### config.mk
export PLATFORM = sky130hd
export DESIGN_NAME = ppi_core
export DESIGN_NICKNAME = d
export VERILOG_FILES = /design/src/rtl/ppi_pkg.sv /design/src/rtl/ppi_sync.sv /design/src/rtl/ppi_ctrl.sv /design/src/rtl/ppi_latch.sv /design/src/rtl/ppi_core.sv
export SDC_FILE = /design/constraint.sdc
export NUM_CORES = 1
export LEC_CHECK = 0
export ABC_AREA = 1
export BUFFER_PORTS_ARGS = -buffer_cell sky130_fd_sc_hd__buf_2
export CORE_MARGIN = 3
export CORE_UTILIZATION = 55
export CTS_BUF_LIST = sky130_fd_sc_hd__clkbuf_8
export DETAILED_ROUTE_END_ITERATION = 16
export GPL_TIMING_DRIVEN = 0
export PLACE_DENSITY = 0.87
export SYNTH_ARGS = -nofsm -noshare
export SYNTH_HDL_FRONTEND = slang
export SYNTH_SLANG_ARGS = --single-unit
### constraint.sdc
create_clock -name clk -period 3.6 [get_ports clk]
set_input_delay 0.18 -clock clk [delete_from_list [all_inputs] [get_ports clk]]
set_output_delay 0.18 -clock clk [all_outputs]
set_load 0.01 [all_outputs]
### src/rtl/ppi_pkg.sv
package ppi_pkg;

   localparam int unsigned CW_W        = 8;
   localparam int unsigned FLAG_BIT    = 7;
   localparam int unsigned DIR_A_BIT   = 4;
   localparam int unsigned DIR_CHI_BIT = 3;
   localparam int unsigned DIR_B_BIT   = 1;
   localparam int unsigned DIR_CLO_BIT = 0;
   localparam int unsigned BSR_VAL_BIT = 0;
   localparam int unsigned BSR_IDX_LSB = 1;

   typedef enum logic [1:0] {
      SEL_A    = 2'b00,
      SEL_B    = 2'b01,
      SEL_C    = 2'b10,
      SEL_CTRL = 2'b11
   } sel_e;

   // 1 = piece is an input
   typedef struct packed {
      logic a_in;
      logic chi_in;
      logic b_in;
      logic clo_in;
   } dir_t;

   localparam dir_t DIR_RESET = '{a_in: 1'b1, chi_in: 1'b1, b_in: 1'b1, clo_in: 1'b1};

   function automatic dir_t ctrl_unpack(input logic [CW_W-1:0] w);
      dir_t d;
      d.a_in   = w[DIR_A_BIT];
      d.chi_in = w[DIR_CHI_BIT];
      d.b_in   = w[DIR_B_BIT];
      d.clo_in = w[DIR_CLO_BIT];
      return d;
   endfunction

   function automatic logic [CW_W-1:0] ctrl_pack(input dir_t d);
      logic [CW_W-1:0] w;
      w              = '0;
      w[FLAG_BIT]    = 1'b1;
      w[DIR_A_BIT]   = d.a_in;
      w[DIR_CHI_BIT] = d.chi_in;
      w[DIR_B_BIT]   = d.b_in;
      w[DIR_CLO_BIT] = d.clo_in;
      return w;
   endfunction

endpackage

### src/rtl/ppi_sync.sv
module ppi_sync #(
   parameter int unsigned W      = 8,
   parameter int unsigned STAGES = 2
) (
   input  logic         clk,
   input  logic         rst,
   input  logic [W-1:0] d,
   output logic [W-1:0] q
);
   logic [W-1:0] chain [STAGES];

   always_ff @(posedge clk) begin
      if (rst) begin
         for (int i = 0; i < int'(STAGES); i++) chain[i] <= '0;
      end else begin
         chain[0] <= d;
         for (int i = 1; i < int'(STAGES); i++) chain[i] <= chain[i-1];
      end
   end

   assign q = chain[STAGES-1];
endmodule

### src/rtl/ppi_ctrl.sv
module ppi_ctrl
   import ppi_pkg::*;
(
   input  logic            clk,
   input  logic            rst,
   input  logic            mode_wr,
   input  logic [CW_W-1:0] wdata,
   output dir_t            dir,
   output logic [CW_W-1:0] ctrl_view
);
   always_ff @(posedge clk) begin
      if (rst)          dir <= DIR_RESET;
      else if (mode_wr) dir <= ctrl_unpack(wdata);
   end

   assign ctrl_view = ctrl_pack(dir);
endmodule

### src/rtl/ppi_latch.sv
module ppi_latch #(
   parameter int unsigned W           = 8,
   parameter int unsigned IDX_W       = 3,
   parameter bit          HAS_BIT_OPS = 1'b0
) (
   input  logic             clk,
   input  logic             rst,
   input  logic             clr,
   input  logic             wr,
   input  logic [W-1:0]     wdata,
   input  logic             bit_wr,
   input  logic [IDX_W-1:0] bit_idx,
   input  logic             bit_val,
   output logic [W-1:0]     q
);
   always_ff @(posedge clk) begin
      if (rst)                        q <= '0;
      else if (clr)                   q <= '0;
      else if (wr)                    q <= wdata;
      else if (HAS_BIT_OPS && bit_wr) q[bit_idx] <= bit_val;
   end
endmodule

### src/rtl/ppi_core.sv
module ppi_core
   import ppi_pkg::*;
#(
   parameter int unsigned DATA_W      = 8,
   parameter int unsigned SYNC_STAGES = 2
) (
   input  logic              clk,
   input  logic              rst,
   input  logic              cs,
   input  logic              we,
   input  logic              rd,
   input  logic [1:0]        addr,
   input  logic [DATA_W-1:0] din,
   output logic [DATA_W-1:0] dout,
   input  logic [DATA_W-1:0] pa_in,
   output logic [DATA_W-1:0] pa_out,
   output logic [DATA_W-1:0] pa_oe,
   input  logic [DATA_W-1:0] pb_in,
   output logic [DATA_W-1:0] pb_out,
   output logic [DATA_W-1:0] pb_oe,
   input  logic [DATA_W-1:0] pc_in,
   output logic [DATA_W-1:0] pc_out,
   output logic [DATA_W-1:0] pc_oe
);
   localparam int unsigned NPORT  = 3;
   localparam int unsigned HALF_W = DATA_W / 2;
   localparam int unsigned IDX_W  = $clog2(DATA_W);
   localparam int unsigned PORT_C = 2;

   generate
      if (DATA_W != CW_W) begin : g_bad_width
         $error("ppi_core: DATA_W must equal the control word width");
      end
      if (SYNC_STAGES < 1) begin : g_bad_sync
         $error("ppi_core: SYNC_STAGES must be at least 1");
      end
   endgenerate

   sel_e sel;
   logic wr_hit, rd_hit, mode_wr, bsr_wr;
   dir_t dir;
   logic [DATA_W-1:0] ctrl_view;
   logic [DATA_W-1:0] pin_raw [NPORT];
   logic [DATA_W-1:0] pin_syn [NPORT];
   logic [DATA_W-1:0] lat_q   [NPORT];
   logic [DATA_W-1:0] view_a, view_b, view_c;

   assign sel     = sel_e'(addr);
   assign wr_hit  = cs & we;
   assign rd_hit  = cs & rd;
   assign mode_wr = wr_hit && (sel == SEL_CTRL) &&  din[FLAG_BIT];
   assign bsr_wr  = wr_hit && (sel == SEL_CTRL) && !din[FLAG_BIT];

   assign pin_raw[0] = pa_in;
   assign pin_raw[1] = pb_in;
   assign pin_raw[2] = pc_in;

   ppi_ctrl u_ctrl (
      .clk       (clk),
      .rst       (rst),
      .mode_wr   (mode_wr),
      .wdata     (din),
      .dir       (dir),
      .ctrl_view (ctrl_view)
   );

   generate
      for (genvar g = 0; g < int'(NPORT); g++) begin : g_port
         ppi_sync #(.W(DATA_W), .STAGES(SYNC_STAGES)) u_sync (
            .clk (clk),
            .rst (rst),
            .d   (pin_raw[g]),
            .q   (pin_syn[g])
         );
         ppi_latch #(.W(DATA_W), .IDX_W(IDX_W), .HAS_BIT_OPS(g == int'(PORT_C))) u_lat (
            .clk     (clk),
            .rst     (rst),
            .clr     (mode_wr),
            .wr      (wr_hit && (addr == 2'(g))),
            .wdata   (din),
            .bit_wr  (bsr_wr),
            .bit_idx (din[BSR_IDX_LSB +: IDX_W]),
            .bit_val (din[BSR_VAL_BIT]),
            .q       (lat_q[g])
         );
      end
   endgenerate

   assign pa_out = lat_q[0];
   assign pb_out = lat_q[1];
   assign pc_out = lat_q[2];

   assign pa_oe = {DATA_W{~dir.a_in}};
   assign pb_oe = {DATA_W{~dir.b_in}};
   assign pc_oe = {{HALF_W{~dir.chi_in}}, {HALF_W{~dir.clo_in}}};

   assign view_a = dir.a_in ? pin_syn[0] : lat_q[0];
   assign view_b = dir.b_in ? pin_syn[1] : lat_q[1];
   assign view_c = {dir.chi_in ? pin_syn[2][DATA_W-1:HALF_W] : lat_q[2][DATA_W-1:HALF_W],
                    dir.clo_in ? pin_syn[2][HALF_W-1:0]      : lat_q[2][HALF_W-1:0]};

   always_comb begin
      dout = '0;
      if (rd_hit) begin
         unique case (sel)
            SEL_A:    dout = view_a;
            SEL_B:    dout = view_b;
            SEL_C:    dout = view_c;
            SEL_CTRL: dout = ctrl_view;
         endcase
      end
   end
endmodule

Yosys cells after proc, flatten, opt, wreduce, memory -nomap -nowiden
Memory sizes are Yosys's and may differ from the RTL's.
Index checks and enable logic that the tools add are counted.
{ "word_totals": {"output_inout_bits": 56, "rom_bits": 0, "reg_bits": 28, "ram_bits": 48, "mem_count": 3, "word_cells": 58, "latchBits": 0, "inputBits": 39} }
{ "mem_list": {"columns": ["name", "words", "width", "read_ports", "rd_ports_with_merged_regs", "write_ports", "line", "source"], "rows": [
  ["g_port[0].u_sync.chain", 2, 8, 2, 0, 2, "ppi_sync.sv:10", "logic [W-1:0] chain [STAGES];"],
  ["g_port[1].u_sync.chain", 2, 8, 2, 0, 2, "ppi_sync.sv:10", null],
  ["g_port[2].u_sync.chain", 2, 8, 2, 0, 2, "ppi_sync.sv:10", null]
]} }
{ "op_classes": {"n_addsub": 0, "mux": 20, "div": 0, "bitwise_logic": 12, "reduce_logical": 11, "shift": 0, "mul": 0, "magnitude_cmp": 2, "eq_ne": 3} }
{ "op_table": {"columns": ["op", "count"], "rows": [
  ["$mux 8", 11],
  ["$pmux 8 s4", 1],
  ["$bwmux 8", 1],
  ["$mux 4", 2],
  ["$logic_and 1x1->1", 7],
  ["$or 1x1->1", 6],
  ["$eq 2x2->1 const B", 2],
  ["$lt 3x4->1 const B", 1],
  ["$mux 1", 4],
  ["$not 1->1", 4],
  ["$demux 1 s3", 1],
  ["$ge 3x1->1 const B", 1],
  ["$and 1x1->1", 2],
  ["$eq 2x1->1 const B", 1],
  ["$logic_not 2->1", 1],
  ["$reduce_bool 2->1", 1],
  ["$reduce_or 2->1", 1],
  ["$logic_not 1->1", 1]
]} }

Logic depth before layout (Yosys ltp)
Gate-level depths: netlist of run 1.
{ "logic_depth": {"depth_word": 7, "mapped_depth": 9} }

By module
From an unflattened synthesis of run 1, not the netlist that was laid out.
{ "hier_totals": {"cells_unflattened": 614, "hier_area_um2": 4038.9} }
{ "modules_own_cells": {"columns": ["module", "n_inst", "cells_each", "seq_area_each_um2", "area_per_inst_um2"], "rows": [
  ["ppi_sync", 3, 58, 320.3, 534.3],
  ["ppi_core", 1, 203, 0.0, 899.6],
  ["ppi_latch (g_port[0].u_lat ...)", 2, 51, 160.2, 357.8],
  ["ppi_latch (g_port[2].u_lat)", 1, 107, 160.2, 615.6],
  ["ppi_ctrl", 1, 28, 80.1, 205.2]
]} }

Worst setup path after synthesis of run 1
No wires, ideal clock.
{ "synth_path": {"path_kind": "register to output", "start": "register u_ctrl.ctrl_view[4] (netlist name)", "end": "output port dout[4]", "arrival_time_ns": 1.239, "path_stages_with_launch": 7, "required_ns": 3.420, "n_path_buf": 1, "path_slack_ns": 2.181, "path_cell_list": "dfxtp_1 -> buf_2 -> clkinv_1 -> o21ai_0 -> nand3b_1 -> nand3_1 -> inv_1"} }
{ "synth_between": {"elab_chain_len": 3} }
{ "synth_lines": {"columns": ["element", "line", "source"], "rows": [
  ["$mux 8", "ppi_core.sv:97", "assign view_a = dir.a_in ? pin_syn[0] : lat_q[0];"],
  ["$pmux 8 s4 *", "ppi_core.sv:105", "unique case (sel)"],
  ["$mux 8 *", "ppi_core.sv:104", "if (rd_hit) begin"],
  ["to (decl)", "ppi_core.sv:14", "output logic [DATA_W-1:0] dout,"]
]} }
Mark *: on every way between the ends. The rest lies on a longest branch, timed or not.

Worst setup path in the final report of run 1
{ "layout_path": {"start": "register u_ctrl.ctrl_view[1] (netlist name)", "end": "output port dout[3]"} }
{ "layout_between": {"elab_chain_len": 3} }
{ "layout_lines": {"columns": ["element", "line", "source"], "rows": [
  ["$mux 8", "ppi_core.sv:98", "assign view_b = dir.b_in ? pin_syn[1] : lat_q[1];"],
  ["$pmux 8 s4", "ppi_core.sv:105", null],
  ["$mux 8", "ppi_core.sv:104", null]
]} }
No other way between the ends.

==> impl_metrics.ini, run 1 <==
[run_status]
outcome = finished, final reports clean

[sta]
relSlewSlack_pct = 65.6
period_minus_slack_ns = 2.13
drv_slew = 0
timing.final.ws_setup_ns = 1.47
setup_violations = 0
rsz0062_at_grt = no
timing.fmax_ghz = 0.469
final.period_utilization_pct = 59.2
holdWs_ns = 0.0298
finalSetupTns_ns = 0
clock_skew_ns = 0.00657
worstMarginPinSlew_ns = 0.516
hold_viol = 0

[routing]
vias = 3171
drc = 0
wirelength_um = 8680
drt_iter0_markers = 189
routedWlPerCell_um = 13.3
antenna_left = 0
drtPass1Iterations = 5
vias_per_cell = 4.87

[clock_network]
htree_levels = 3
clkTransAtPathRegs_ns = 0.08
post_cts_resized = 0
cts_root_buffer = clkbuf_8
cts_buffers = 9
cts_buffer_depth = 2
cts_setup_buffers = 0
clock_latency_ns = 0.34
hold_buffers = 0
cts_tree = built
cts.sinks = 76

[die]
ios = 95
die-area_um2 = 6890
rows = 27
die_w_um = 83.0
coreArea_um2 = 5610
start_util_pct = 58.1
die_h_um = 83.0

[synthesis]
synth_common_cells = 96 x nor2_1, 81 x inv_1, 76 x dfxtp_1
synth_edf_count = 0
ys_warn_count = 0
synth_fp_nets = 508
syn_area_um2 = 3260
postSynthAreaPerCell_um2 = 6.95
synthCells = 469
synth.area.top_cells = dfxtp_1 47%, nor2_1 11%, inv_1 9.3%
synth_flop_cell = dfxtp_1
yosysUniqueCellTypes = 22
synth-seq-cells = 76
ys_seq_area_share_pct = 46.7
yosysTopAreaCell = dfxtp_1
synth_most_common_cell = nor2_1
synthArstFlopShare_pct = 0
synth.top_cell.area_share_pct = 46.7

[critical_path]
r2r-end = u_ctrl.ctrl_view[1]
cp_max_fo = 16
cp_data_arrival_time_ns = 1.95
path_cells = buf_2 -> clkinv_1 -> o21ai_0 -> nand3_1 -> nand3_1 -> inv_1 -> buf_2
worstPathRequired_ns = 3.42
crit_buf_inv = 4
crit_path_start_kind = register
slowest_delay_ns = 0.36
end_kind = output port
path_class = register to output port
r2r_slack_ns = 2.85
critical_path.top_delay_family = buffers and inverters
reg2regPathDepth = 3
r2r-start = u_ctrl.ctrl_view[1]
cpMaxStageDelayCell = clkinv_1

[power_and_ir_drop]
leakagePower_nw = 2.26
peakVddDrop_v = 0.000282
p_per_area_nw_per_um2 = 409

[cells_and_area]
design_area_um2 = 3990
layout.nets = 613
syn_to_final_growth_pct = 22.4
diodes = 0
drive_gt1_share_pct = 25.2

[place]
io_buffers = 94
dpl_cell_area_um2 = 3820
place_hpwl_um = 6690
gp_congestion = 0.892
post-place-ws_ns = 1.85

[hold_path]
hp-start = pb_in[4]
min_path_cells = 3
holdPathEnd = g_port[1].u_sync.chain[0][4]
hp-class = input port to register

[flow_run]
max_cap_viol_count = 0

[global_route]
grt_max_degree = 18
overflow = 0
grt_pass1_vias = 3027
grt_pass1_wl_um = 14100
antenna_found_initial = 0
track_usage_pct = 25.5
how the worst max path moves through the flow:
stage	end	cells past startpoint	slack (ns)	start
finish	dout[3]	7	1.47	u_ctrl.ctrl_view[1]
global route	dout[3]	7	1.29	u_ctrl.ctrl_view[1]
CTS	dout[3]	7	1.46	u_ctrl.ctrl_view[1]
detailed placement	dout[3]	7	1.85	u_ctrl.ctrl_view[1]
global placement	dout[3]	7	1.89	u_ctrl.ctrl_view[1]
floorplan	dout[4]	6	2.18	u_ctrl.ctrl_view[4]
routing by layer:
metal | part of all wire, % | GRT usage [%] | vias to the layer above | wire length, µm
li1 | - | - | 1616 | -
met1 | 44 | 32.0 | 1403 | 3790
met2 | 48 | 43.1 | 134 | 4160
met3 | 6.0 | 5.85 | 18 | 523
met4 | 2.4 | 8.77 | 0 | 207
met5 | 0 | 0 | - | 0
flip-flops by register name, summed over array words and instances, names as in the netlist:
signal               count
g_port.u_sync.chain     48
g_port.u_lat.q          24
u_ctrl.ctrl_view         4
cells in the final DEF, fill, tap and decap left out:
cell type	count
a21oi_1	20
buf_1	2
buf_2	101
buf_4	20
buf_6	2
clkbuf_1	3
clkbuf_8	9
clkinv_1	3
clkinv_2	1
clkinv_4	3
clkinvlp_4	1
dfxtp_1	76
inv_1	83
inv_2	2
nand2_1	71
nand2_2	5
nand3_1	30
nand3b_1	1
nor2_1	96
nor2_2	1
nor2_4	1
nor3_1	5
o211ai_1	5
o21ai_0	28
o21ai_1	8
o22ai_1	2
final cells by class:
cell class | count | area, µm²
Sequential cell | 76 | 1520
Clock buffer | 9 | 124
Clock inverter | 7 | 46.3
Multi-Input combinational cell | 273 | 1190
Tap cell | 72 | 90.1
Timing Repair Buffer | 94 | 470
Fill cell | 495 | 1620
Buffer | 34 | 226
Inverter | 86 | 323
power breakdown:
| group | leakage, nW | internal, mW | switching [mW] |
|---|---|---|---|
| clock network | 0.0918 | 0.248 | 0.322 |
| registers | 0.624 | 0.872 | 0.0125 |
| logic | 1.55 | 0.0678 | 0.112 |
worst reg2reg max path: cells and delay by family (launching register included):
family          cells  cell delay [ns]
compound gates      1             0.07
simple gates        1             0.08
buf+inv             1             0.17
flops               1             0.30
logic make-up (layout without fill, tap and decap cells):
| logic type | after synthesis | after routing | synth area share, % |
|---|---|---|---|
| DFF | 76 | 76 | 46.7 |
| and+or+nand+nor | 210 | 210 | 26.3 |
| AOI/OAI and AO/OA | 63 | 63 | 10.1 |
| buffers and inverters | 120 | 230 | 16.9 |
per-stage QoR:
stage / instances / power, mW / utilization [%]
6_report: 651 / 1.63 / 71.2
2_1_floorplan: 469 / 1.01 / -
3_5_place_dp: 635 / 1.08 / 68.1
5_1_grt: 651 / 1.70 / 71.2
3_3_place_gp: 635 / 1.08 / 68.1
4_1_cts: 651 / 1.64 / 71.2
Power figures use the tool's default switching activity.
==> run 2: changes to the inputs <==
--- a/config.mk
+++ b/config.mk
@@ -5,14 +5,14 @@
 export SDC_FILE = /design/constraint.sdc
 export NUM_CORES = 1
 export LEC_CHECK = 0
-export ABC_AREA = 1
+export ABC_AREA = 0
 export BUFFER_PORTS_ARGS = -buffer_cell sky130_fd_sc_hd__buf_2
 export CORE_MARGIN = 3
-export CORE_UTILIZATION = 55
+export CORE_UTILIZATION = 48
 export CTS_BUF_LIST = sky130_fd_sc_hd__clkbuf_8
 export DETAILED_ROUTE_END_ITERATION = 16
 export GPL_TIMING_DRIVEN = 0
-export PLACE_DENSITY = 0.87
+export PLACE_DENSITY = 0.81
 export SYNTH_ARGS = -nofsm -noshare
 export SYNTH_HDL_FRONTEND = slang
 export SYNTH_SLANG_ARGS = --single-unit
==> constraint.sdc (replaced) <==
create_clock -name clk -period 1.74 [get_ports clk]
set_input_delay 0.087 -clock clk [delete_from_list [all_inputs] [get_ports clk]]
set_output_delay 0.087 -clock clk [all_outputs]
set_load 0.01 [all_outputs]
==> run 2 against run 1 <==
Against the previous run:
- the run now ends with setup timing left
- highest routed layer unchanged
- die area rose by 15%
- register-to-register slack got worse by 2.0 ns
- core utilization fell by 3.7 points
- non-clock buffer count rose by 40
- flip-flop and latch count did not move
- clock power rose by 100%
- sequential share of layout area fell by 3.3 points
- worst setup slack got worse by 1.5 ns
==> impl_metrics.ini, run 2 <==
[run_status]
outcome = complete, but fails checks
violations = setup timing

[routing]
drc = 0
antenna_left = 0
drtPass1Iterations = 5
vias_per_cell = 5.28
routedWlPerCell_um = 16.0
drt_iter0_markers = 165
wirelength_um = 8760
vias = 2900

[sta]
drv_slew = 0
hold_viol = 0
setup_violations = 4
worstMarginPinSlew_ns = 0.600
period_minus_slack_ns = 1.81
rsz0062_at_grt = yes
final.period_utilization_pct = 104
timing.final.ws_setup_ns = -0.0691
clock_skew_ns = 0.00989
timing.fmax_ghz = 0.553
relSlewSlack_pct = 60.0
holdWs_ns = 0.00235

[critical_path]
worstPathRequired_ns = 1.65
path_class = register to output port
end_kind = output port
cp_max_fo = 5
cp_data_arrival_time_ns = 1.72
crit_path_start_kind = register

[synthesis]
postSynthAreaPerCell_um2 = 9.80
yosysUniqueCellTypes = 48
synth_most_common_cell = dfxtp_1
ys_warn_count = 0
synth-seq-cells = 76
synth.area.top_cells = dfxtp_1 46%, nor2b_1 9.1%, mux2i_1 7.6%
synth_fp_nets = 375
ys_seq_area_share_pct = 46.2
synth_edf_count = 0
synth.top_cell.area_share_pct = 46.2
synth_common_cells = 76 x dfxtp_1, 48 x nor2b_1, 25 x mux2i_1
synthCells = 336
syn_area_um2 = 3290
yosysTopAreaCell = dfxtp_1
synthArstFlopShare_pct = 0
synth_flop_cell = dfxtp_1

[global_route]
overflow = 0
antenna_found_initial = 0
grt_pass1_wl_um = 13000
track_usage_pct = 22.3
grt_max_degree = 13
grt_pass1_vias = 2640

[cells_and_area]
design_area_um2 = 4380
final_core_util_pct = 67.4
layout_commonest_cell = buf_2
diodes = 0
fillerInstances = 499
syn_to_final_growth_pct = 33.0
largest-register = g_port.u_sync.chain
fin_cells = 549
layout.nets = 507
final_cell_mix = 104 x buf_2, 72 x dfxtp_1, 48 x nor2b_1
largest_reg_flops = 48
drive_gt1_share_pct = 38.8

[die]
ios = 95
die_h_um = 88.8
rows = 29
die_w_um = 88.8
start_util_pct = 50.7
coreArea_um2 = 6490
die-area_um2 = 7890

[place]
dpl_cell_area_um2 = 3840
io_buffers = 91
gp_congestion = 0.967
place_hpwl_um = 6290
dp_cells = 504
post-place-ws_ns = 0.193

[clock_network]
cts_root_buffer = clkbuf_8
cts_tree = built
cts_buffer_depth = 2
clkTransAtPathRegs_ns = 0.07
htree_levels = 3
clock_latency_ns = 0.34
cts_buffers = 9
cts.sinks = 76

[power_and_ir_drop]
peakVddDrop_v = 0.000545
p_comb_share_pct = 12.8
clkPwrFrac_pct = 33.8
internal_power_mw = 2.56
leakagePower_nw = 2.05
p_sw_mw = 0.870
swShare_pct = 25.3
p_per_area_nw_per_um2 = 784
pwr-share-seq_pct = 53.4

[hold_path]
hp-class = input port to register

[flow_run]
max_cap_viol_count = 0
## run 2: repair_timing
item,4_1_cts,5_1_grt
hold buffers,23,0
setup buffers,3,3
cloned,0,2
setup endpoints to repair,7,8
hold endpoints to repair,23,0
pin swaps,0,1
gates resized for setup,6,22
## run 2: path summary, 6_finish.rpt
kind | startpoint | end | slack [ns] | depth (start not counted)
setup / recovery | u_ctrl.ctrl_view[4] | dout[4] | -0.07 | 5
hold / removal | pb_in[7] | g_port[1].u_sync.chain[0][7] | 0.002 | 2
setup reg to reg | g_port[2].u_lat.q[7] | g_port[2].u_lat.q[7] | 0.86 | 3
hold reg to reg | g_port[2].u_sync.chain[0][2] | g_port[2].u_sync.chain[0][10] | 0.43 | 1
## run 2: final cells by class
| class | instances | area, µm² | share of cell area, % |
|---|---|---|---|
| Clock buffer | 10 | 138 | 3.14 |
| Tap cell | 77 | 96.3 | 2.20 |
| Sequential cell | 76 | 1530 | 34.8 |
| Multi-Input combinational cell | 203 | 1490 | 34.1 |
| Buffer | 46 | 312 | 7.11 |
| Timing Repair Buffer | 122 | 744 | 17.0 |
| Inverter | 10 | 41.3 | 0.943 |
| Clock inverter | 5 | 30.0 | 0.686 |
## run 2: power by group through the flow
stage | logic (mW) | registers (mW) | clock network [mW]
global route | 0.476 | 1.84 | 1.23
floorplan | 0.232 | 1.87 | 0
CTS | 0.418 | 1.83 | 1.17
global placement | 0.367 | 1.87 | 0
finish | 0.440 | 1.83 | 1.16
detailed placement | 0.374 | 1.87 | 0
## run 2: cell families after synthesis
family,synth area share (%)
simple gates,22.3
flops,46.2
buf+inv,10.4
compound gates,9.69
mux,11.4
## run 2: worst max-delay path, stage by stage (launching register included)
cell,delay (ns)
dfxtp_2,0.34
buf_6,0.14
mux2i_1,0.14
mux4_2,0.50
nor2_2,0.12
buf_2,0.15
## run 2: stage by stage
step | TNS [ns] | total power [mW]
2_1_floorplan | 0 | 2.10
3_3_place_gp | 0 | 2.24
3_5_place_dp | 0 | 2.25
4_1_cts | -0.323 | 3.42
5_1_grt | -0.385 | 3.55
6_report | -0.131 | 3.43
## run 2: layer usage
layer / vias to the layer above / GRT usage [%] / wire (µm)
met4: 0 / 11.0 / 278
met3: 20 / 5.12 / 708
li1: 1402 / - / -
met1: 1328 / 28.3 / 3690
met2: 150 / 35.6 / 4080
met5: - / 0 / 0
